[src/rtl/kcm_pkg.sv]
package kcm_pkg;
    timeunit 1ns;
    timeprecision 1ps;

    // Build variant of the multiplier.
    typedef enum logic {
        BUILD_COMB = 1'b0,
        BUILD_PIPE = 1'b1
    } build_e;

    // Width of one table index slice; each table therefore has 2**SLICE rows.
    localparam int SLICE = 4;
    localparam int ROWS  = 1 << SLICE;

    function automatic int slice_count(input int w);
        return (w + SLICE - 1) / SLICE;
    endfunction

    function automatic int top_width(input int w);
        return w - SLICE * (slice_count(w) - 1);
    endfunction

    // One table register stage plus one register per adder in the chain.
    function automatic int latency(input int w, input build_e b);
        return (b == BUILD_PIPE) ? slice_count(w) : 0;
    endfunction
endpackage

[src/rtl/kcm_delay.sv]
module kcm_delay #(
    parameter int W       = 1,
    parameter int DEPTH   = 1,
    parameter bit HAS_RST = 1'b0
)(
    input  logic         clk,
    input  logic         rst,
    input  logic         ce,
    input  logic [W-1:0] d,
    output logic [W-1:0] q
);
    timeunit 1ns;
    timeprecision 1ps;

    if (DEPTH == 0) begin : g_wire
        assign q = d;
        logic unused_ctl;
        assign unused_ctl = &{1'b0, clk, rst, ce};
    end else begin : g_regs
        logic [W-1:0] stg [DEPTH];
        always_ff @(posedge clk) begin
            if (HAS_RST && rst) begin
                for (int i = 0; i < DEPTH; i++) stg[i] <= '0;
            end else if (ce) begin
                stg[0] <= d;
                for (int i = 1; i < DEPTH; i++) stg[i] <= stg[i-1];
            end
        end
        assign q = stg[DEPTH-1];
    end
endmodule

[src/rtl/kcm_nibble_rom.sv]
module kcm_nibble_rom import kcm_pkg::*; #(
    parameter int PW          = 15,
    parameter int COEF        = -619,
    parameter int SLICE_W     = 4,
    parameter bit SIGNED_ADDR = 1'b0
)(
    input  logic [SLICE-1:0]     addr,
    output logic signed [PW-1:0] data
);
    timeunit 1ns;
    timeprecision 1ps;

    logic signed [PW-1:0] rom [ROWS];

    // Constant rows; addresses a slice of SLICE_W bits never produces are zero.
    for (genvar a = 0; a < ROWS; a++) begin : g_row
        localparam int  SA    = (SIGNED_ADDR && a >= ROWS / 2) ? a - ROWS : a;
        localparam bit  INUSE = SIGNED_ADDR
                              ? (SA >= -(1 << (SLICE_W - 1)) && SA < (1 << (SLICE_W - 1)))
                              : (a < (1 << SLICE_W));
        localparam int  VAL   = INUSE ? SA * COEF : 0;
        assign rom[a] = PW'(VAL);
    end

    assign data = rom[addr];
endmodule

[src/rtl/kcm_wadd.sv]
module kcm_wadd #(
    parameter int VW   = 22,
    parameter int WT_A = 0,
    parameter int WT_B = 4
)(
    input  logic signed [VW-1:0] a,
    input  logic signed [VW-1:0] b,
    output logic signed [VW-1:0] s
);
    timeunit 1ns;
    timeprecision 1ps;

    localparam int D = (WT_A > WT_B) ? WT_A - WT_B : WT_B - WT_A;

    logic signed [VW-1:0] hi;
    logic signed [VW-1:0] lo;

    // Order operands so that hi carries the larger weight.
    if (WT_A >= WT_B) begin : g_keep
        assign hi = a;
        assign lo = b;
    end else begin : g_swap
        assign hi = b;
        assign lo = a;
    end

    if (D == 0) begin : g_plain
        assign s = hi + lo;
    end else begin : g_bypass
        // Low D bits of the lighter operand skip the adder entirely.
        logic [VW-D-1:0] upper;
        assign upper = hi[VW-D-1:0] + lo[VW-1:D];
        assign s     = {upper, lo[D-1:0]};
        logic unused_hi;
        assign unused_hi = ^hi[VW-1:VW-D];
    end
endmodule

[src/rtl/kcm_mult.sv]
module kcm_mult import kcm_pkg::*; #(
    parameter int     IN_W  = 11,
    parameter int     K_W   = 11,
    parameter int     COEF  = -619,
    parameter build_e BUILD = BUILD_PIPE,
    localparam int    OUT_W = IN_W + K_W
)(
    input  logic                    clk,
    input  logic                    rst,
    input  logic                    ce,
    input  logic                    in_vld,
    input  logic signed [IN_W-1:0]  din,
    output logic                    out_vld,
    output logic signed [OUT_W-1:0] product
);
    timeunit 1ns;
    timeprecision 1ps;

    localparam int NS    = slice_count(IN_W);
    localparam int TW    = top_width(IN_W);
    localparam int PW    = K_W + SLICE;
    localparam bit PIPED = (BUILD == BUILD_PIPE);
    localparam int LAT   = latency(IN_W, BUILD);

    logic signed [TW-1:0]    top_raw;
    logic [SLICE-1:0]        sl_addr [NS];
    logic signed [PW-1:0]    tbl     [NS];
    logic signed [PW-1:0]    ptab    [NS];
    logic signed [OUT_W-1:0] acc     [NS];

    assign top_raw = din[IN_W-1 -: TW];

    // Slice decode, table lookup and table register stage.
    for (genvar j = 0; j < NS; j++) begin : g_slice
        localparam bit IS_TOP = (j == NS - 1);
        localparam int SW     = IS_TOP ? TW : SLICE;

        if (IS_TOP) begin : g_top
            assign sl_addr[j] = SLICE'(top_raw);
        end else begin : g_low
            assign sl_addr[j] = din[SLICE*j +: SLICE];
        end

        kcm_nibble_rom #(
            .PW(PW), .COEF(COEF), .SLICE_W(SW), .SIGNED_ADDR(IS_TOP)
        ) u_rom (
            .addr(sl_addr[j]), .data(tbl[j])
        );

        kcm_delay #(.W(PW), .DEPTH(PIPED ? 1 : 0), .HAS_RST(1'b0)) u_treg (
            .clk(clk), .rst(rst), .ce(ce), .d(tbl[j]), .q(ptab[j])
        );
    end

    // Weighted chain from the top slice downward.
    assign acc[0] = OUT_W'(ptab[NS-1]);

    for (genvar k = 1; k < NS; k++) begin : g_stage
        localparam int LO = NS - 1 - k;
        logic signed [PW-1:0]    lo_al;
        logic signed [OUT_W-1:0] sum;

        kcm_delay #(.W(PW), .DEPTH(PIPED ? k - 1 : 0), .HAS_RST(1'b0)) u_bal (
            .clk(clk), .rst(rst), .ce(ce), .d(ptab[LO]), .q(lo_al)
        );

        kcm_wadd #(
            .VW(OUT_W), .WT_A(SLICE * LO), .WT_B(SLICE * (LO + 1))
        ) u_add (
            .a(OUT_W'(lo_al)), .b(acc[k-1]), .s(sum)
        );

        kcm_delay #(.W(OUT_W), .DEPTH(PIPED ? 1 : 0), .HAS_RST(1'b0)) u_areg (
            .clk(clk), .rst(rst), .ce(ce), .d(sum), .q(acc[k])
        );
    end

    assign product = acc[NS-1];

    kcm_delay #(.W(1), .DEPTH(LAT), .HAS_RST(1'b1)) u_vld (
        .clk(clk), .rst(rst), .ce(ce), .d(in_vld), .q(out_vld)
    );
endmodule

[config.mk]
export PLATFORM = sky130hd
export DESIGN_NAME = kcm_mult
export DESIGN_NICKNAME = d
export VERILOG_FILES = /design/src/rtl/kcm_pkg.sv /design/src/rtl/kcm_delay.sv /design/src/rtl/kcm_nibble_rom.sv /design/src/rtl/kcm_wadd.sv /design/src/rtl/kcm_mult.sv
export SDC_FILE = /design/constraint.sdc
export NUM_CORES = 1
export LEC_CHECK = 0
export ABC_AREA = 0
export CAP_MARGIN = 25
export CORE_MARGIN = 2
export CORE_UTILIZATION = 55
export DETAILED_ROUTE_END_ITERATION = 12
export GPL_ROUTABILITY_DRIVEN = 0
export PLACE_DENSITY = 0.75
export SLEW_MARGIN = 20
export SYNTH_ARGS = -nofsm -noshare
export SYNTH_HDL_FRONTEND = slang
export SYNTH_SLANG_ARGS = --single-unit
[constraint.sdc]
create_clock -name clk -period 2.6 [get_ports clk]
set_input_delay 0.52 -clock clk [delete_from_list [all_inputs] [get_ports clk]]
set_output_delay 0.52 -clock clk [all_outputs]
set_load 0.02 [all_outputs]
; Word-level counts from Yosys, hierarchy flattened
; Memories as Yosys holds them, arrays and structs flattened.
; Cells that the tools add are included.
[word_totals]
ff_bits = 0
mem_bits_rw = 107
rom_bits = 720
n_memories = 10
wordCells = 36
out_inout_bits = 23
[mem_list]
columns = name, words, width, read_ports, rd_ports_with_merged_regs, write_ports, line
row1 = (no name shown), 16, 15, 1, 0, 0, kcm_nibble_rom.sv:25  ; assign data = rom[addr];
row2 = (no name shown), 16, 15, 1, 0, 0, kcm_nibble_rom.sv:25
row3 = (no name shown), 16, 15, 1, 0, 0, kcm_nibble_rom.sv:25
row4 = g_stage[1].u_areg.g_regs.stg, 1, 22, 1, 0, 1, kcm_delay.sv:20  ; logic [W-1:0] stg [DEPTH];
row5 = g_stage[2].u_areg.g_regs.stg, 1, 22, 1, 0, 1, kcm_delay.sv:20
row6 = g_slice[0].u_treg.g_regs.stg, 1, 15, 1, 0, 1, kcm_delay.sv:20
row7 = +4 memories, n/a, n/a, n/a, n/a, n/a, n/a
[classes]
n_bitwise = 6
order_cmp = 3
n_mux = 15
addsub = 2
[op_table]
columns = cell, n
row1 = 15-bit two-way mux, 6
row2 = 18-bit adder, 1
row3 = 15-bit by 11-bit adder with 16-bit output, 1
row4 = 5-bit greater-or-equal comparator (second input constant), 3
row5 = 4-bit inverter with 5-bit output, 3
row6 = 1-bit two-way mux, 9
row7 = 1-bit bitwise OR, 3

; Longest topological paths before layout
; Gate-level depths: netlist of the first run.
[depth]
depth_word = 4
mapped_depth = 8

; Cells and area by module
; Synthesis of the first run repeated with hierarchy kept, for this count alone.
[hier_totals]
hier_cells = 505
area_unflattened_um2 = 6377.4
[modules_own_cells]
columns = mod, cells_each, seq_area_each_um2, n_inst, area_per_inst_um2
row1 = kcm_delay at g_slice[0].u_treg ..., 15, 450.4, 4, 450.4
row2 = kcm_delay at g_stage[1].u_areg ..., 22, 660.6, 2, 660.6
row3 = kcm_wadd at g_stage[1].u_add, 133, 0.0, 1, 948.4
row4 = kcm_nibble_rom at g_slice[0].u_rom ..., 45, 0.0, 2, 469.2
row5 = kcm_wadd at g_stage[2].u_add, 130, 0.0, 1, 920.9
row6 = kcm_nibble_rom at g_slice[2].u_rom, 26, 0.0, 1, 211.5
row7 = kcm_delay at u_vld, 7, 90.1, 1, 122.6
row8 = kcm_delay at g_stage[1].u_bal, 15, 0.0, 1, 112.6

; Least setup slack after synthesis of the first run
; OpenSTA, ideal clock, no wires.
[synth_timing]
path_type = register to register
from = memory g_stage[2].u_bal.g_regs.stg[0][14] (netlist bit)
to = memory g_stage[2].u_areg.g_regs.stg[0][20] (netlist bit), data pin
t_arrival_ns = 1.829
synth_period_minus_slack_ns = 2.098
stages_incl_launch_ff = 8
t_required_ns = 2.331
setup_slack_ns = 0.502
setup_ns = 0.269
path_cell_list = edfxtp_1 > ha_1 > buf_2 > a21oi_1 > o211ai_1 > a221oi_1 > o31ai_1 > xor2_1
[synth_via]
elab_chain_cells = 2
[synth_rtl]
columns = item, line
row1 = "start, declared", kcm_delay.sv:20
row2 = memory read 1 x 15 bit, n/a
row3 = 18-bit adder, kcm_wadd.sv:32  ; assign upper = hi[VW-D-1:0] + lo[VW-1:D];
row4 = net g_stage[2].sum[20], kcm_mult.sv:61  ; logic signed [OUT_W-1:0] sum;
row5 = "end, declared", kcm_delay.sv:20
; The timed path passes the listed nets, and every way through them passes these cells.

; Worst setup path after layout of the first run
; Ends and elaborated chain as after synthesis.

==> out/metrics.cfg, run 1 <==
[status]
status = finished, final reports clean

[setup_path]
cp_slowest_cell = edfxtp_1
critPathLaunchType = flop
critical_path_class = reg -> reg
slowest_delay_ns = 0.53
cp.required_ns = 2.71
path_delay_family = compound AO/OA/AOI/OAI gates
worstSetupEndpointType = flop
worstPathArrival_ns = 2.45
r2r_setup_slack_ns = 0.25
critPathMaxFanout = 10
crit_chain = ha_1 > a21oi_1 > o211ai_1 > a221oi_1 > o31ai_1 > xor2_1
critPathBufInv = 0

[cts]
htree_levels = 3
post_cts_resized = 0
cts.reportedPaths.clkPinSlew_ns = 0.09
clock_latency_ns = 0.36
cts_made_buffers = 9
post-cts-setup-buffers = 0
cts_buffer_depth = 2
cts_tree = done
cts-root-buf = clkbuf_8
cts_sinks = 99
cts_hold_buf = 0

[power_and_ir_drop]
p_per_area_nw_per_um2 = 713
leakagePower_nw = 2.37
switching_share_pct = 29.9
p_switching_mw = 1.33
p_seq_share_pct = 47.9
ir_drop_mv = 0.316
power.internal_mw = 3.10
total_power_mw = 4.43
p_comb_share_pct = 29.3
clkPwrFrac_pct = 22.8

[finish]
drive_above_1_share_pct = 10.1
final_nets = 547
multi_input_area_um2 = 2320
nFillCells = 801
final_cell_area_um2 = 6210
num_antenna_cells = 0
final-seq-area_um2 = 2970
syn_to_final_growth_pct = 11.4
layout_commonest_cell = edfxtp_1
mostFrequentLayoutCells = edfxtp_1 (99), ha_1 (52), clkdlybuf4s50_1 (36)

[detailed_routing]
ant_nets = 0
route.detailed.drc = 0
firstDrtPassIters = 4
drt-initial-drc-count = 110
via_per_inst = 5.41
wire_per_inst_um = 13.5
routed_wl_um = 8290
vias = 3331

[global_route]
grt_pass1_wl_um = 14000
grtUsageTotal_pct = 16.0
grt_pass1_vias = 3159
antenna_found_initial = 0
grt_max_degree = 45
overflow = 0

[logic_synthesis]
netlist_top_cells_area = edfxtp_1 (53%), ha_1 (12%), buf_4 (3.0%)
synth_top_area_cell = edfxtp_1
synth.distinct_cells = 58
yosys_warnings = 0
synth_edf_count = 99
syn-instance-count = 454
syn_area_per_cell_um2 = 12.3
synth_seq_cells = 99
synth_area_um2 = 5580
synthArstFlopShare_pct = 0
yosysSeqAreaShare_pct = 53.3
yosysTopAreaCellShare_pct = 53.3
synth_flop_cell = edfxtp_1
synth_fp_nets = 523

[timing]
tns_ns = 0
finalCriticalPeriod_ns = 2.35
relSlewSlack_pct = 59.3
finalMaxSlewViolations = 0
skew_ns = 0.0133
rsz0062_at_grt = no
clock.fmax_mhz = 426
tightest_slew_ns = 0.609
period_share_pct = 90.4
whs_ns = 0.427
setup_viol_count_final = 0
hold_violations = 0

[floorplan]
die_width_um = 105
rows = 36
die-area_um2 = 11000
core_um2 = 9820
boundaryPins = 38
die_y_um = 105
start_util_pct = 56.8

[job]
drv_cap = 0

[placed_design]
postPlaceCellArea_um2 = 6010
io_buffers = 37
dpl.hpwl_um = 6070

[worst_hold_path]
min_path_type = reg -> reg

## cell usage after synthesis (6+ instances only)
cell / n
a21o_1: 7
a21oi_1: 26
buf_4: 22
clkbuf_1: 12
edfxtp_1: 99
ha_1: 52
inv_1: 18
nand2_1: 33
nand2b_1: 12
nand3_1: 9
nor2_1: 14
o211ai_1: 10
o21ai_0: 33
o21ai_1: 6
xnor2_1: 18
xor2_1: 10
## power groups by stage
stage	clock network (mW)	registers, mW	logic (mW)
after floorplan	0	2.14	1.01
after global placement	0	2.15	1.26
after detailed placement	0	2.16	1.29
after CTS	1.04	2.13	1.30
after global routing	1.09	2.15	1.43
final	1.01	2.12	1.30
## worst paths after layout
check	to	cells past startpoint	from
max reg2reg	g_stage[2].u_areg.g_regs.stg[0][20]$_DFFE_PP_	6	g_stage[2].u_bal.g_regs.stg[0][14]$_DFFE_PP_
min	g_stage[2].u_bal.g_regs.stg[0][11]$_DFFE_PP_	0	g_slice[0].u_treg.g_regs.stg[0][11]$_DFFE_PP_
min reg2reg	g_stage[2].u_bal.g_regs.stg[0][11]$_DFFE_PP_	0	g_slice[0].u_treg.g_regs.stg[0][11]$_DFFE_PP_
max	g_stage[2].u_areg.g_regs.stg[0][20]$_DFFE_PP_	6	g_stage[2].u_bal.g_regs.stg[0][14]$_DFFE_PP_
## sequential cells by signal, indices dropped and copies added, names as in the netlist
register and flops:
u_vld.g_regs.stg 3, g_slice.u_treg.g_regs.stg 41, g_stage.u_areg.g_regs.stg 40, g_stage.u_bal.g_regs.stg 15
## per-layer routing
| layer | track usage [%] | vias up | wire length, um | part of all wire, % |
|---|---|---|---|---|
| met4 | 4.57 | 0 | 110 | 1.3 |
| li1 | - | 1705 | - | - |
| met1 | 20.2 | 1564 | 3800 | 46 |
| met2 | 27.3 | 54 | 4120 | 50 |
| met3 | 4.12 | 8 | 257 | 3.1 |
| met5 | 0 | - | 0 | 0 |
## metrics by stage
| step | instances | util (%) | setup slack (ns) |
|---|---|---|---|
| after global routing | 616 | 63.3 | 0.137 |
| after detailed placement | 600 | 61.2 | 0.287 |
| after CTS | 616 | 63.3 | 0.266 |
| after global placement | 600 | 61.2 | 0.427 |
| final | 616 | 63.3 | 0.251 |
| after floorplan | 454 | - | 0.502 |
## layout make-up
type | count | area share (%)
inverters | 18 | 1.09
clock inverters | 7 | 1.33
clock buffers | 9 | 1.99
well taps | 133 | 2.68
repair buffers | 49 | 7.77
multi-input cells | 301 | 37.3
flip-flops and latches | 99 | 47.9
## kinds of logic after synthesis
| kind of cell | count (synthesis) | synth area share, % |
|---|---|---|
| xor+xnor | 28 | 4.40 |
| simple gates | 93 | 8.35 |
| fa+ha+maj | 54 | 12.4 |
| flops | 99 | 53.3 |
| compound gates | 118 | 14.5 |
| buf+inv | 54 | 5.14 |
| mux | 8 | 1.95 |
No activity file was read; power rests on OpenSTA's default activity.
==> inputs of run 2 (changes only) <==
--- a/config.mk
+++ b/config.mk
@@ -15,4 +15,5 @@
 export SLEW_MARGIN = 20
 export SYNTH_ARGS = -nofsm -noshare
 export SYNTH_HDL_FRONTEND = slang
+export SYNTH_HIERARCHICAL = 1
 export SYNTH_SLANG_ARGS = --single-unit
==> out/metrics.cfg, run 2 <==
[setup_path]
cp.required_ns = 2.84
path_delay_family = simple AND/OR/NAND/NOR gates
critical_path_class = reg -> reg
worstSetupEndpointType = flop
worstPathArrival_ns = 2.63
crit_chain = ha_1 > inv_1 > fa_1 > nor2b_4 > o31a_4 > o31ai_4 > o31a_1 > or4b_1 > nand3_1
critPathMaxFanout = 4
cp_slowest_cell = or4b_1
critPathLaunchType = flop
critPathBufInv = 1
slowest_delay_ns = 0.47

[cts]
cts-root-buf = clkbuf_8
cts_tree = done
cts.reportedPaths.clkPinSlew_ns = 0.10
clock_latency_ns = 0.37
cts_buffer_depth = 2
cts_made_buffers = 9
htree_levels = 3
cts_sinks = 102
post-cts-setup-buffers = 0

[floorplan]
die_width_um = 108
die-area_um2 = 11600
boundaryPins = 38
core_um2 = 10400
rows = 37
start_util_pct = 57.1
die_y_um = 108

[timing]
setup_viol_count_final = 0
period_share_pct = 92.1
fin_ws_ns = 0.205
rsz0062_at_grt = no
hold_violations = 0
relSlewSlack_pct = 65.2
tns_ns = 0
tightest_slew_ns = 0.520
skew_ns = 0.00871
whs_ns = 0.424
finalMaxSlewViolations = 0
clock.fmax_mhz = 418
finalCriticalPeriod_ns = 2.39

[placed_design]
postPlaceCellArea_um2 = 6260
io_buffers = 37
pre_cts_slack_ns = 0.230
dp_cells = 597
dpl.hpwl_um = 6560

[global_route]
antenna_found_initial = 0
grtUsageTotal_pct = 16.5
grt_max_degree = 30
overflow = 0
grt_pass1_wl_um = 14800
grt_pass1_vias = 3241

[logic_synthesis]
syn_area_per_cell_um2 = 13.1
syn-instance-count = 453
synth_area_um2 = 5920
yosys_warnings = 6
synth_fp_nets = 525

[detailed_routing]
wire_per_inst_um = 14.2
firstDrtPassIters = 4
ant_nets = 0
drt-initial-drc-count = 150
routed_wl_um = 8710
vias = 3379
via_per_inst = 5.51
route.detailed.drc = 0

[finish]
post-route-util_pct = 62.2
layout_commonest_cell = edfxtp_1
final_nets = 544
reg_top3 = g_slice.u_treg/g_regs.stg x44, g_stage.u_areg/g_regs.stg x40, g_stage.u_bal/g_regs.stg x15
largest_register_ffs = 44
fin_cells = 613
mostFrequentLayoutCells = edfxtp_1 (102), ha_1 (55), clkdlybuf4s50_1 (36)
num_antenna_cells = 0
final_cell_area_um2 = 6440
drive_above_1_share_pct = 9.85
regMostFlops = g_slice.u_treg/g_regs.stg
syn_to_final_growth_pct = 8.79

[status]
status = finished, final reports clean

[power_and_ir_drop]
switching_share_pct = 30.5
leakagePower_nw = 2.56
p_switching_mw = 1.35
ir_drop_mv = 0.306
clkPwrFrac_pct = 21.4
p_seq_share_pct = 49.3
p_per_area_nw_per_um2 = 689
total_power_mw = 4.44
power.internal_mw = 3.08
p_comb_share_pct = 29.3

[worst_hold_path]
min_path_type = reg -> reg

[job]
drv_cap = 0

==> run 2: repair_timing <==
action	4_1_cts	5_1_grt
hold buffers	0	0
setup endpoints to repair	0	1
gates resized for setup	0	1
==> run 2: layout make-up <==
| type | instances | area, um^2 |
|---|---|---|
| clock buffers | 9 | 124 |
| clock inverters | 7 | 65.1 |
| fillers | 788 | 3930 |
| inverters | 27 | 101 |
| multi-input cells | 283 | 2440 |
| flip-flops and latches | 102 | 3060 |
| well taps | 136 | 170 |
| repair buffers | 49 | 483 |
==> run 2: metal layers <==
metal  up-vias  part of all wire (%)  global-route usage, %  routed length (um)
met5         -                     0                      0                   0
met4         0                   1.3                   8.15                 114
met3        10                   2.8                   2.72                 248
met2        60                    51                   27.9                4430
met1      1611                    45                   20.6                3920
li1       1698                     -                      -                   -
==> run 2: power groups by stage <==
| stage | Sequential [mW] | Clock [mW] | Combinational [mW] |
|---|---|---|---|
| 2_1_floorplan | 2.32 | 0 | 0.850 |
| 3_3_place_gp | 2.22 | 0 | 1.24 |
| 3_5_place_dp | 2.23 | 0 | 1.29 |
| 4_1_cts | 2.19 | 0.990 | 1.29 |
| 5_1_grt | 2.21 | 1.04 | 1.45 |
| 6_report | 2.19 | 0.950 | 1.30 |
==> run 2: path summary, 6_finish.rpt <==
check	slack, ns	cells after the start	to	from
worst min-delay path	0.42	0	g_stage[2].u_bal/g_regs.stg[0][12]$_DFFE_PP_	g_slice[0].u_treg/g_regs.stg[0][12]$_DFFE_PP_
worst max-delay path	0.21	9	g_stage[2].u_areg/g_regs.stg[0][20]$_DFFE_PP_	g_stage[1].u_areg/g_regs.stg[0][0]$_DFFE_PP_
worst max register to register	0.21	9	g_stage[2].u_areg/g_regs.stg[0][20]$_DFFE_PP_	g_stage[1].u_areg/g_regs.stg[0][0]$_DFFE_PP_
worst min register to register	0.42	0	g_stage[2].u_bal/g_regs.stg[0][12]$_DFFE_PP_	g_slice[0].u_treg/g_regs.stg[0][12]$_DFFE_PP_
==> inputs of run 3 (changes only) <==
--- a/config.mk
+++ b/config.mk
@@ -12,6 +12,7 @@
 export DETAILED_ROUTE_END_ITERATION = 12
 export GPL_ROUTABILITY_DRIVEN = 0
 export PLACE_DENSITY = 0.75
+export RECOVER_POWER = 100
 export SLEW_MARGIN = 20
 export SYNTH_ARGS = -nofsm -noshare
 export SYNTH_HDL_FRONTEND = slang
==> out/metrics.cfg, run 3 (synthesis results as in run 2) <==
[status]
status = finished, final reports clean

[floorplan]
core_um2 = 10400
die-area_um2 = 11600
start_util_pct = 57.1
die_width_um = 108
die_y_um = 108
boundaryPins = 38
rows = 37

[worst_hold_path]
min_path_type = reg -> reg

[timing]
period_share_pct = 92.9
relSlewSlack_pct = 2.10
finalCriticalPeriod_ns = 2.42
finalMaxSlewViolations = 0
tns_ns = 0
whs_ns = 0.425
hold_violations = 0
skew_ns = 0.00813
clock.fmax_mhz = 414
rsz0062_at_grt = no
setup_viol_count_final = 0
tightest_slew_ns = 1.47

[setup_path]
critical_path_class = reg -> reg
worstPathArrival_ns = 2.66
critPathLaunchType = flop
cp.required_ns = 2.84
worstSetupEndpointType = flop
critPathMaxFanout = 4

[cts]
cts_hold_buf = 0
cts_tree = done
clock_latency_ns = 0.37
cts_made_buffers = 9
cts.reportedPaths.clkPinSlew_ns = 0.10
cts_buffer_depth = 2
cts-root-buf = clkbuf_8
cts_sinks = 102
htree_levels = 3

[finish]
num_antenna_cells = 0
syn_to_final_growth_pct = 7.39
final_cell_area_um2 = 6360
largest_register_ffs = 44
final_nets = 544
regMostFlops = g_slice.u_treg/g_regs.stg
drive_above_1_share_pct = 7.55
layout_commonest_cell = edfxtp_1
mostFrequentLayoutCells = edfxtp_1 (102), ha_1 (55), dlygate4sd3_1 (31)
post-route-util_pct = 61.4
reg_top3 = g_slice.u_treg/g_regs.stg x44, g_stage.u_areg/g_regs.stg x40, g_stage.u_bal/g_regs.stg x15

[detailed_routing]
vias = 3368
wire_per_inst_um = 14.2
routed_wl_um = 8710
ant_nets = 0
via_per_inst = 5.49
route.detailed.drc = 0
firstDrtPassIters = 4
drt-initial-drc-count = 150

[global_route]
grtUsageMet3_pct = 2.72
grt_pass1_wl_um = 14800
busiest_layer = met2
grtUsageMet1_pct = 20.6
grt_pass1_vias = 3241
overflow = 0
grt_max_degree = 30
use_met2_pct = 27.9
grtUsageTotal_pct = 16.5
antenna_found_initial = 0

[placed_design]
io_buffers = 37
postPlaceCellArea_um2 = 6260
dpl.hpwl_um = 6560

[power_and_ir_drop]
total_power_mw = 4.38
leakagePower_nw = 2.53
p_per_area_nw_per_um2 = 688
ir_drop_mv = 0.297

[job]
drv_cap = 0

run 3: cell types whose count changed in the layout (fill, tap and decap cells not counted), sizes merged:
cell / delta
clkbuf: +10
clkdlybuf4s50: -31
dlygate4sd3: +31
buf: -10
run 3: final cells by class:
type	count	area [um^2]
Clock inverter	7	65.1
Inverter	27	101
Multi-Input combinational cell	283	2410
Clock buffer	9	124
Timing Repair Buffer	49	424
Fill cell	805	4010
Sequential cell	102	3060
Tap cell	136	170
run 3: critical path, stage by stage (launching register included):
cell      delay, ns
edfxtp_1       0.35
ha_1           0.19
inv_1          0.07
fa_1           0.45
nor2b_4        0.14
o31a_2         0.17
o31ai_4        0.07
o31a_1         0.30
or4b_1         0.47
nand3_1        0.08
run 3: stage by stage:
stage | instances | setup slack [ns]
floorplan | 453 | 0.380
global placement | 597 | 0.307
detailed placement | 597 | 0.230
CTS | 613 | 0.210
global route | 613 | 0.0553
finish | 613 | 0.184
run 3: final timing paths:
kind,start,to,slack [ns],cells past startpoint
worst max-delay path,g_stage[1].u_areg/g_regs.stg[0][0]$_DFFE_PP_,g_stage[2].u_areg/g_regs.stg[0][20]$_DFFE_PP_,0.18,9
worst min-delay path,g_slice[0].u_treg/g_regs.stg[0][12]$_DFFE_PP_,g_stage[2].u_bal/g_regs.stg[0][12]$_DFFE_PP_,0.43,0
worst max register to register,g_stage[1].u_areg/g_regs.stg[0][0]$_DFFE_PP_,g_stage[2].u_areg/g_regs.stg[0][20]$_DFFE_PP_,0.18,9
worst min register to register,g_slice[0].u_treg/g_regs.stg[0][12]$_DFFE_PP_,g_stage[2].u_bal/g_regs.stg[0][12]$_DFFE_PP_,0.43,0
run 3: timing repair:
item	CTS	global route
setup endpoints to repair	0	1
gates resized for setup	0	1
setup buffers	0	0
run 3: routing by layer:
layer,vias up,share of wire [%],wire length (um)
met5,-,0,0
met4,0,1.6,138
met3,10,2.7,236
met2,58,50,4390
met1,1605,45,3940
li1,1695,-,-
run 3: report_power, final:
group | switching (mW) | internal (mW)
Combinational | 0.702 | 0.541
Clock | 0.576 | 0.373
Sequential | 0.0650 | 2.12
